<file path="config.mk">
export PLATFORM = sky130hd
export DESIGN_NAME = spi_byte_master
export DESIGN_NICKNAME = d
export VERILOG_FILES = /design/src/rtl/spi_byte_pkg.sv /design/src/rtl/spi_half_tick.sv /design/src/rtl/spi_byte_shifter.sv /design/src/rtl/spi_byte_master.sv
export SDC_FILE = /design/constraint.sdc
export NUM_CORES = 1
export LEC_CHECK = 0
export ABC_CLOCK_PERIOD_IN_PS = 2780
export BUFFER_PORTS_ARGS = -buffer_cell sky130_fd_sc_hd__buf_2
export CAP_MARGIN = 30
export CORE_UTILIZATION = 40
export DETAILED_ROUTE_END_ITERATION = 10
export PLACE_DENSITY_LB_ADDON = 0.3
export SLEW_MARGIN = 20
export SYNTH_ARGS = -nofsm -noshare
export SYNTH_HDL_FRONTEND = slang
export SYNTH_HIERARCHICAL = 1
export SYNTH_SLANG_ARGS = --single-unit
</file>
<file path="constraint.sdc">
create_clock -name clk -period 2.78 [get_ports clk]
set_input_delay 0.139 -clock clk [delete_from_list [all_inputs] [get_ports clk]]
set_output_delay 0.139 -clock clk [all_outputs]
set_load 0.01 [all_outputs]
</file>
<file path="src/rtl/spi_byte_pkg.sv">
package spi_byte_pkg;
  localparam logic [7:0] OFS_CTRL  = 8'h00;
  localparam logic [7:0] OFS_CFG   = 8'h04;
  localparam logic [7:0] OFS_TXD   = 8'h08;
  localparam logic [7:0] OFS_RXD   = 8'h0C;
  localparam logic [7:0] OFS_ISTAT = 8'h28;
  localparam logic [7:0] OFS_IMASK = 8'h2C;

  localparam int CS_LSB    = 16;
  localparam int CFG_CPHA  = 6;
  localparam int CFG_CPOL  = 7;
  localparam int CFG_FLUSH = 9;
  localparam int CFG_SRST  = 16;
  localparam int ST_DONE   = 0;
  localparam int ST_READY  = 1;
  localparam int ST_W      = 2;
endpackage

</file>
<file path="src/rtl/spi_half_tick.sv">
module spi_half_tick #(
  parameter int PSC_W = 5
) (
  input  logic             clk,
  input  logic             rst,
  input  logic             en,
  input  logic [PSC_W-1:0] psc,
  output logic             tick
);
  logic [PSC_W-1:0] cnt;
  logic [PSC_W-1:0] lim;

  // divider of zero behaves as one
  assign lim  = (psc == '0) ? '0 : psc - 1'b1;
  assign tick = en && (cnt == lim);

  always_ff @(posedge clk) begin
    if (rst || !en) cnt <= '0;
    else if (tick)  cnt <= '0;
    else            cnt <= cnt + 1'b1;
  end

  // consecutive ticks only when the half-period is one clock
  assert_tick_gap_R5: assert property (@(posedge clk) disable iff (rst)
    (tick && $stable(psc)) |=> (!tick || lim == '0 || !en));
endmodule

</file>
<file path="src/rtl/spi_byte_shifter.sv">
module spi_byte_shifter #(
  parameter int PSC_W  = 5,
  parameter int BYTE_W = 8
) (
  input  logic              clk,
  input  logic              rst,
  input  logic              srst,
  input  logic              cpol,
  input  logic              cpha,
  input  logic [PSC_W-1:0]  psc,
  input  logic              start,
  input  logic [BYTE_W-1:0] din,
  input  logic              miso,
  output logic              busy,
  output logic              done,
  output logic [BYTE_W-1:0] rx,
  output logic              sclk,
  output logic              mosi
);
  localparam int EDGES = 2 * BYTE_W;
  localparam int IDX_W = $clog2(EDGES);
  localparam logic [IDX_W-1:0] LAST = IDX_W'(EDGES - 1);

  logic              tick;
  logic [IDX_W-1:0]  idx;
  logic [BYTE_W-1:0] txsr;
  logic              sample_edge;

  spi_half_tick #(.PSC_W(PSC_W)) u_tick (
    .clk (clk),
    .rst (rst),
    .en  (busy),
    .psc (psc),
    .tick(tick)
  );

  // even edge index is the leading edge; phase flips which one samples
  assign sample_edge = ~idx[0] ^ cpha;

  always_ff @(posedge clk) begin
    if (rst) begin
      busy <= 1'b0;
      done <= 1'b0;
      idx  <= '0;
      txsr <= '0;
      rx   <= '0;
      sclk <= 1'b0;
      mosi <= 1'b0;
    end else if (srst) begin
      busy <= 1'b0;
      done <= 1'b0;
      idx  <= '0;
      sclk <= cpol;
    end else begin
      done <= 1'b0;
      if (!busy) begin
        sclk <= cpol;
        idx  <= '0;
        if (start) begin
          busy <= 1'b1;
          if (!cpha) begin
            mosi <= din[BYTE_W-1];
            txsr <= {din[BYTE_W-2:0], 1'b0};
          end else begin
            txsr <= din;
          end
        end
      end else if (tick) begin
        sclk <= ~sclk;
        idx  <= idx + 1'b1;
        if (sample_edge) begin
          rx <= {rx[BYTE_W-2:0], miso};
        end else if (idx != LAST) begin
          mosi <= txsr[BYTE_W-1];
          txsr <= {txsr[BYTE_W-2:0], 1'b0};
        end
        if (idx == LAST) begin
          busy <= 1'b0;
          done <= 1'b1;
        end
      end
    end
  end

  // a start request during a byte does not disturb the edge count
  assert_no_restart_R6: assert property (@(posedge clk) disable iff (rst)
    (busy && start && !tick && !srst) |=> (idx == $past(idx)));
  // SCLK only moves on a divider tick while shifting
  assert_sclk_hold_R5: assert property (@(posedge clk) disable iff (rst)
    (busy && !tick && !srst) |=> $stable(sclk));
  // idle SCLK rests at the polarity level
  assert_idle_level_R4: assert property (@(posedge clk) disable iff (rst)
    (!busy && $past(!busy) && $stable(cpol)) |-> (sclk == cpol));
  // soft reset leaves the engine idle with no completion
  assert_srst_idle_R11: assert property (@(posedge clk) disable iff (rst)
    srst |=> (!busy && !done));
endmodule

</file>
<file path="src/rtl/spi_byte_master.sv">
module spi_byte_master
  import spi_byte_pkg::*;
#(
  parameter int ADDR_W = 8,
  parameter int DATA_W = 32,
  parameter int NUM_CS = 4,
  parameter int PSC_W  = 5,
  parameter int BYTE_W = 8
) (
  input  logic              clk,
  input  logic              rst,
  input  logic [ADDR_W-1:0] bus_addr,
  input  logic              bus_we,
  input  logic [DATA_W-1:0] bus_wdata,
  output logic [DATA_W-1:0] bus_rdata,
  output logic              spi_sclk,
  output logic              spi_mosi,
  input  logic              spi_miso,
  output logic [NUM_CS-1:0] spi_cs,
  output logic              irq
);
  logic [DATA_W-1:0] cfg_q;
  logic [NUM_CS-1:0] cs_q;
  logic              done_q;
  logic [BYTE_W-1:0] rxd_q;
  logic [ST_W-1:0]   istat_q;
  logic [ST_W-1:0]   imask_q;

  logic              wr_ctrl, wr_cfg, wr_txd, wr_istat, wr_imask;
  logic              eng_busy, eng_done;
  logic [BYTE_W-1:0] eng_rx;
  logic [NUM_CS-1:0] cs_req;
  logic [ST_W-1:0]   st_clr;

  assign wr_ctrl  = bus_we && (bus_addr == ADDR_W'(OFS_CTRL));
  assign wr_cfg   = bus_we && (bus_addr == ADDR_W'(OFS_CFG));
  assign wr_txd   = bus_we && (bus_addr == ADDR_W'(OFS_TXD));
  assign wr_istat = bus_we && (bus_addr == ADDR_W'(OFS_ISTAT));
  assign wr_imask = bus_we && (bus_addr == ADDR_W'(OFS_IMASK));

  // keep only the lowest requested select
  assign cs_req = bus_wdata[CS_LSB +: NUM_CS] & (~bus_wdata[CS_LSB +: NUM_CS] + 1'b1);
  assign st_clr = wr_istat ? bus_wdata[ST_W-1:0] : '0;

  spi_byte_shifter #(.PSC_W(PSC_W), .BYTE_W(BYTE_W)) u_shift (
    .clk  (clk),
    .rst  (rst),
    .srst (cfg_q[CFG_SRST]),
    .cpol (cfg_q[CFG_CPOL]),
    .cpha (cfg_q[CFG_CPHA]),
    .psc  (cfg_q[PSC_W-1:0]),
    .start(wr_txd),
    .din  (bus_wdata[BYTE_W-1:0]),
    .miso (spi_miso),
    .busy (eng_busy),
    .done (eng_done),
    .rx   (eng_rx),
    .sclk (spi_sclk),
    .mosi (spi_mosi)
  );

  always_ff @(posedge clk) begin
    if (rst) begin
      cfg_q   <= '0;
      cs_q    <= '0;
      done_q  <= 1'b0;
      rxd_q   <= '0;
      istat_q <= '0;
      imask_q <= '0;
      irq     <= 1'b0;
    end else begin
      if (wr_cfg) begin
        cfg_q <= bus_wdata;
      end else begin
        cfg_q[CFG_FLUSH] <= 1'b0;
        cfg_q[CFG_SRST]  <= 1'b0;
      end
      if (wr_ctrl)  cs_q    <= cs_req;
      if (wr_imask) imask_q <= bus_wdata[ST_W-1:0];

      if (wr_txd && !eng_busy) done_q <= 1'b0;
      else if (eng_done)       done_q <= 1'b1;

      if (cfg_q[CFG_FLUSH]) rxd_q <= '0;
      else if (eng_done)    rxd_q <= eng_rx;

      istat_q <= (istat_q & ~st_clr) | {ST_W{eng_done}};
      irq     <= |(istat_q & imask_q);
    end
  end

  always_ff @(posedge clk) begin
    if (rst) begin
      bus_rdata <= '0;
    end else begin
      bus_rdata <= '0;
      unique case (bus_addr)
        ADDR_W'(OFS_CTRL): begin
          bus_rdata[CS_LSB +: NUM_CS] <= cs_q;
          bus_rdata[ST_READY]         <= ~eng_busy;
          bus_rdata[ST_DONE]          <= done_q;
        end
        ADDR_W'(OFS_CFG):   bus_rdata <= cfg_q;
        ADDR_W'(OFS_RXD):   bus_rdata[BYTE_W-1:0] <= rxd_q;
        ADDR_W'(OFS_ISTAT): bus_rdata[ST_W-1:0]   <= istat_q;
        ADDR_W'(OFS_IMASK): bus_rdata[ST_W-1:0]   <= imask_q;
        default:            bus_rdata <= '0;
      endcase
    end
  end

  assign spi_cs = cs_q;

  // at most one slave selected
  assert_cs_onehot_R2: assert property (@(posedge clk) disable iff (rst)
    $onehot0(spi_cs));
  // write-one clears a status bit when no completion coincides
  assert_w1c_done_R8: assert property (@(posedge clk) disable iff (rst)
    (wr_istat && bus_wdata[ST_DONE] && !eng_done) |=> !istat_q[ST_DONE]);
  // zero mask silences the interrupt
  assert_irq_masked_R9: assert property (@(posedge clk) disable iff (rst)
    (imask_q == '0) |=> !irq);
  // flush command does not persist
  assert_flush_clear_R10: assert property (@(posedge clk) disable iff (rst)
    (cfg_q[CFG_FLUSH] && !wr_cfg) |=> (!cfg_q[CFG_FLUSH] && rxd_q == '0));
  // completion flag drops when a new byte is accepted
  assert_done_restart_R7: assert property (@(posedge clk) disable iff (rst)
    (wr_txd && !eng_busy && !eng_done) |=> !done_q);
endmodule

</file>
# ---- After elaboration in Yosys (flattened, before gate mapping)
# Index checks and enable logic that the tools add are counted.
dict set report totals {
  regBits 111
  output_inout_bits 39
}
dict set report op_classes {
  addsub 4
  n_bitwise 14
  mux 25
  n_eq_ne 13
  reduce_logical 24
}
# cell count
set ops {}
lappend ops {{$mux W8} 6}
lappend ops {{$eq A8 B4 Y1 const B} 2}
lappend ops {{$eq A8 B6 Y1 const B} 2}
lappend ops {{$mux W1} 14}
lappend ops {{$reduce_or A2 Y1} 7}
lappend ops {{$pmux W6 S2} 1}
lappend ops {{$pmux W2 S5} 1}
lappend ops {{$add A4 B1 Y4 const B} 2}
lappend ops {{$eq A8 B3 Y1 const B} 1}
lappend ops {{$logic_not A8 Y1} 1}
lappend ops {{$pmux W4 S2} 1}
lappend ops {{$logic_and A1 B1 Y1} 7}
lappend ops {{$not A1 Y1} 7}
lappend ops {{$ne A2 B2 Y1 const B} 3}
lappend ops {{$reduce_and A6 Y1} 1}
lappend ops {{$add A5 B1 Y5 const B} 1}
lappend ops {{$eq A5 B5 Y1} 1}
lappend ops {{$logic_not A5 Y1} 1}
lappend ops {{$mux W5} 1}
lappend ops {{$reduce_and A5 Y1} 1}
lappend ops {{$sub A5 B1 Y5 const B} 1}
lappend ops {{$and A2 B2 Y2} 2}
lappend ops {{$and A4 B4 Y4} 1}
lappend ops {{$eq A4 B4 Y1 const B} 1}
lappend ops {{other kinds (14)} 14}

# ---- Depth between registers and ports, before layout
dict set report logic_depth {
  word_depth 7
  ltp_mapped 12
  mapped_depth_nobuf 9
}

# ---- Cells and area by module
# Netlist, hierarchy kept.
# module instances cells_each seq_area_each_um2 area_each_um2
set by_module_without_submodules {}
lappend by_module_without_submodules {spi_byte_master 1 319 1641.6 3129.3}
lappend by_module_without_submodules {spi_byte_shifter 1 129 480.5 1222.4}
lappend by_module_without_submodules {spi_half_tick 1 46 100.1 396.6}

# ---- Worst setup path after synthesis
# OpenSTA, ideal clock, no wires.
dict set report synth_path {
  path_kind {register to register}
  start {register cfg_q[0]}
  end {register u_shift.mosi}
  synth_period_minus_slack_ps 2675
  slack_ps 105
  stages_incl_launch_ff 13
  setup_ps 116
  path_buffers 3
  required_ps 2664
  t_arrival_ps 2559
  cell_sequence {dfxtp_1 inv_1 ha_1 nor4b_2 or3_1 and4_1 buf_6 and4_1 buf_6 and3b_4 buf_6 a311o_2 o211a_1}
}
dict set report synth_via {
  elab_chain_cells 6
  word_cells_on_any_way 7
}
# item line_no
set synth_lines {}
lappend synth_lines {{start, declared} spi_byte_master.sv:22} ;# logic [DATA_W-1:0] cfg_q;
lappend synth_lines {{start signal, assigned} spi_byte_master.sv:73} ;# cfg_q <= bus_wdata;
lappend synth_lines {{$sub A5 B1 Y5 / $logic_not A5 Y1 (equally long branches)} spi_half_tick.sv:14} ;# assign lim = (psc == '0) ? '0 : psc - 1'b1;
lappend synth_lines {{$mux W5 (*)} spi_half_tick.sv:14}
lappend synth_lines {{$eq A5 B5 Y1 (*)} spi_half_tick.sv:15} ;# assign tick = en && (cnt == lim);
lappend synth_lines {{$logic_and A1 B1 Y1 (*)} spi_half_tick.sv:15}
lappend synth_lines {{via u_shift.tick} spi_byte_shifter.sv:24} ;# logic tick;
lappend synth_lines {{$ne A2 B2 Y1 (no line) (*)} --}
lappend synth_lines {{$reduce_and A6 Y1 (no line) (*)} --}
lappend synth_lines {{end signal, assigned} spi_byte_shifter.sv:62} ;# mosi <= din[BYTE_W-1];
lappend synth_lines {{end signal, assigned} spi_byte_shifter.sv:74} ;# mosi <= txsr[BYTE_W-1];
lappend synth_lines {{end, declared} spi_byte_shifter.sv:18} ;# output logic mosi
# The timed path passes the listed nets; every way through them passes the cells marked *.
# A chain may end at the register's enable or synchronous reset.

# ---- Worst setup path in the final report
# Same ends and word-level chain as after synthesis.

==> flow_summary.json <==
{
  "setup_viol": 0,
  "layout-drive-gt1-share_pct": 23.5,
  "ys_seq_elements": 111,
  "crit_arrival_ns": 2.89,
  "final_common_cell": "dfxtp_1",
  "maxSlewHeadroom_pct": 54.3,
  "drv_cap": 0,
  "ctsHtreeMaxLevel": 3,
  "synth-adder-area-share_pct": 0.791,
  "syn_nets": 541,
  "place_congestion": 0.827,
  "max_freq_mhz": 377,
  "grt_pass1_wl_um": 19200,
  "drt_iter0_drc": 309,
  "n_antenna_cell": 0,
  "ys.warnings.count": 6,
  "layout_worst_path_cycle_share_pct": 95.5,
  "synth_top_area_share_pct": 46.8,
  "grt_pass1_vias": 3859,
  "hold_class": "in2reg",
  "grt_max_degree": 48,
  "numClockSinks": 111,
  "grt_overflow": 0,
  "synth.avg_cell_area_um2": 9.61,
  "antenna_found_initial": 0,
  "clock_path_buffers": 2,
  "yosys.area_share.simple_pct": 20.3,
  "clock_latency_ns": 0.34,
  "ys.flop_type": "dfxtp_1",
  "cp.required_ns": 3.01,
  "hold-worst-slack_ns": 0.0459,
  "setup_tns_ns": 0,
  "core_area_um2": 11500,
  "cts-root-buf": "clkbuf_16",
  "drtPass1Iterations": 7,
  "dieArea_um2": 12300,
  "fin_crit_ns": 2.66,
  "drc": 27,
  "num_vias": 3945,
  "std_cell_rows": 39,
  "initial_core_util_pct": 41.2,
  "die_width_um": 111,
  "ys_seq_area_share_pct": 46.8,
  "powerDensity_nw_per_um2": 556,
  "fp.dieH_um": 111,
  "hold_buffers": 0,
  "io_buffers": 82,
  "synth_top_family_by_area": "simple AND/OR/NAND/NOR gates",
  "synth_compound_area_share_pct": 15.8,
  "fin_util_pct": 48.3,
  "skew_ns": 0.00758,
  "syn_to_final_growth_pct": 17.0,
  "finalHoldViolations": 0,
  "finalNetCount": 605,
  "wl_per_cell_um": 16.3,
  "synthMuxAreaShare_pct": 9.12,
  "start_kind": "register",
  "synth_edf_count": 0,
  "layout_common_cells": "dfxtp_1, buf_2, a21oi_1",
  "cts_tree": "done",
  "syn-cell-area_um2": 4750,
  "leakagePower_uw": 0.00212,
  "worst_setup_path_end_kind": "register",
  "cpMaxStageDelayCell": "dfxtp_2",
  "critPathMaxStageDelay_ns": 0.35,
  "drtAntennaViolNets": 0,
  "worst_ir_drop_vdd_mv": 0.264,
  "worst-slew-pin-transition_ns": 0.685,
  "grt_usage_pct": 19.4,
  "power_uw": 3090,
  "outcome": "complete, but fails checks",
  "dp_hpwl_um": 7730,
  "fill_cells": 1094,
  "viasPerCell": 5.60,
  "cp_cell_sequence": "inv_1, ha_1, nor4b_2, or3_1, and4_1, and4_1, and3b_4, a31oi_4, buf_12, o211a_1",
  "ys_top_cells_by_area": "dfxtp_1, mux2i_1, o31ai_1",
  "worst-path-buf-inv": 2,
  "numCtsBuffers": 9,
  "synth_top_area_cell": "dfxtp_1",
  "ios": 83,
  "crit_fanout": 11,
  "wl_um": 11500,
  "synthCells": 494,
  "regArea_um2": 2220,
  "failed_checks": "DRC",
  "synthArstFlopShare_pct": 0,
  "cpMostUsedCell": "and4_1",
  "multi_input_area_um2": 2310,
  "cts.clk_slew.worst_paths_ns": 0.07,
  "drv_slew": 0,
  "path_delay_family": "simple AND/OR/NAND/NOR gates",
  "synthXorXnorAreaFrac_pct": 2.19,
  "synthDistinctLibCells": 55,
  "critical_path_class": "reg2reg"
}
[registers in the layout, indices dropped and copies added (netlist names)]
signal and cells:
bus_rdata 32, cfg_q 32, done_q 1, imask_q 2
irq 1, istat_q 2, rxd_q 8, spi_cs 4
u_shift/busy 1, u_shift/done 1, u_shift/idx 4, u_shift/mosi 1
u_shift/rx 8, u_shift/sclk 1, u_shift/txsr 8, u_shift/u_tick/cnt 5
[cell type report]
| class | count | share of cell area [%] |
|---|---|---|
| clock buffer | 10 | 4.12 |
| clock inverter | 5 | 1.51 |
| inverter | 7 | 0.473 |
| multi-input combinational | 336 | 41.6 |
| sequential | 111 | 40.0 |
| tap | 143 | 3.22 |
| timing repair buffer | 93 | 9.10 |
[synthesized netlist by cell type (3+ instances only)]
| cell | count |
|---|---|
| a311oi_1 | 5 |
| mux2i_1 | 32 |
| nand3_1 | 15 |
| or3_1 | 3 |
| nor2_1 | 33 |
| a211oi_1 | 4 |
| and3_1 | 4 |
| xor2_1 | 5 |
| nor3_1 | 5 |
| xnor2_1 | 5 |
| nand4_1 | 31 |
| inv_1 | 6 |
| buf_2 | 19 |
| and4_1 | 3 |
| nor3b_1 | 3 |
| o21ai_0 | 11 |
| o211ai_1 | 9 |
| nand2_1 | 13 |
| and2_1 | 21 |
| dfxtp_1 | 111 |
| clkbuf_1 | 12 |
| mux2_2 | 10 |
| a21oi_1 | 41 |
| nand2b_1 | 21 |
| o31ai_1 | 30 |
| buf_6 | 4 |
| ha_1 | 3 |
[what timing repair did]
action,4_1_cts,5_1_grt
setup buffers,0,1
setup endpoints to repair,0,9
resized for setup,0,3
hold endpoints to repair,0,0
[through the flow]
stage / area, um2 / setup WS, ns / instances
after global placement: 5220 / 0.201 / 689
after global routing: 5560 / -0.0125 / 705
final: 5560 / 0.125 / 705
after CTS: 5530 / 0.0469 / 704
after floorplan: 4750 / 0.105 / 494
after detailed placement: 5220 / 0.0849 / 689
[kinds of logic after synthesis]
| family | after synthesis |
|---|---|
| simple gates | 168 |
| compound gates | 112 |
| flops | 111 |
| buf+inv | 47 |
| mux | 42 |
| xor+xnor | 11 |
| fa+ha+maj | 3 |
[metal layers]
metal	part of all wire [%]	global-route usage (%)
met1	48	25.4
met2	46	32.2
met3	4.9	3.66
met4	0.84	5.84
met5	0	0
[final timing paths]
| kind | to | cells after the start | start | slack, ns |
|---|---|---|---|---|
| max | u_shift/mosi$_SDFFE_PP0P_ | 10 | cfg_q[0]$_SDFFE_PP0P_ | 0.12 |
| min | cfg_q[9]$_SDFF_PP0_ | 2 | bus_wdata[9] | 0.05 |
| max reg2reg | u_shift/mosi$_SDFFE_PP0P_ | 10 | cfg_q[0]$_SDFFE_PP0P_ | 0.12 |
| min reg2reg | bus_rdata[27]$_SDFF_PP0_ | 1 | cfg_q[27]$_SDFFE_PP0P_ | 0.46 |
[report_power, final]
group | internal, uW | leakage [uW] | total, uW | switching (uW)
sequential | 1590 | 0.000894 | 1590 | 0.623
clock | 787 | 0.000145 | 1350 | 566
combinational | 48.1 | 0.00108 | 145 | 97.3
Note: power is estimated with default switching activity, not from simulation.
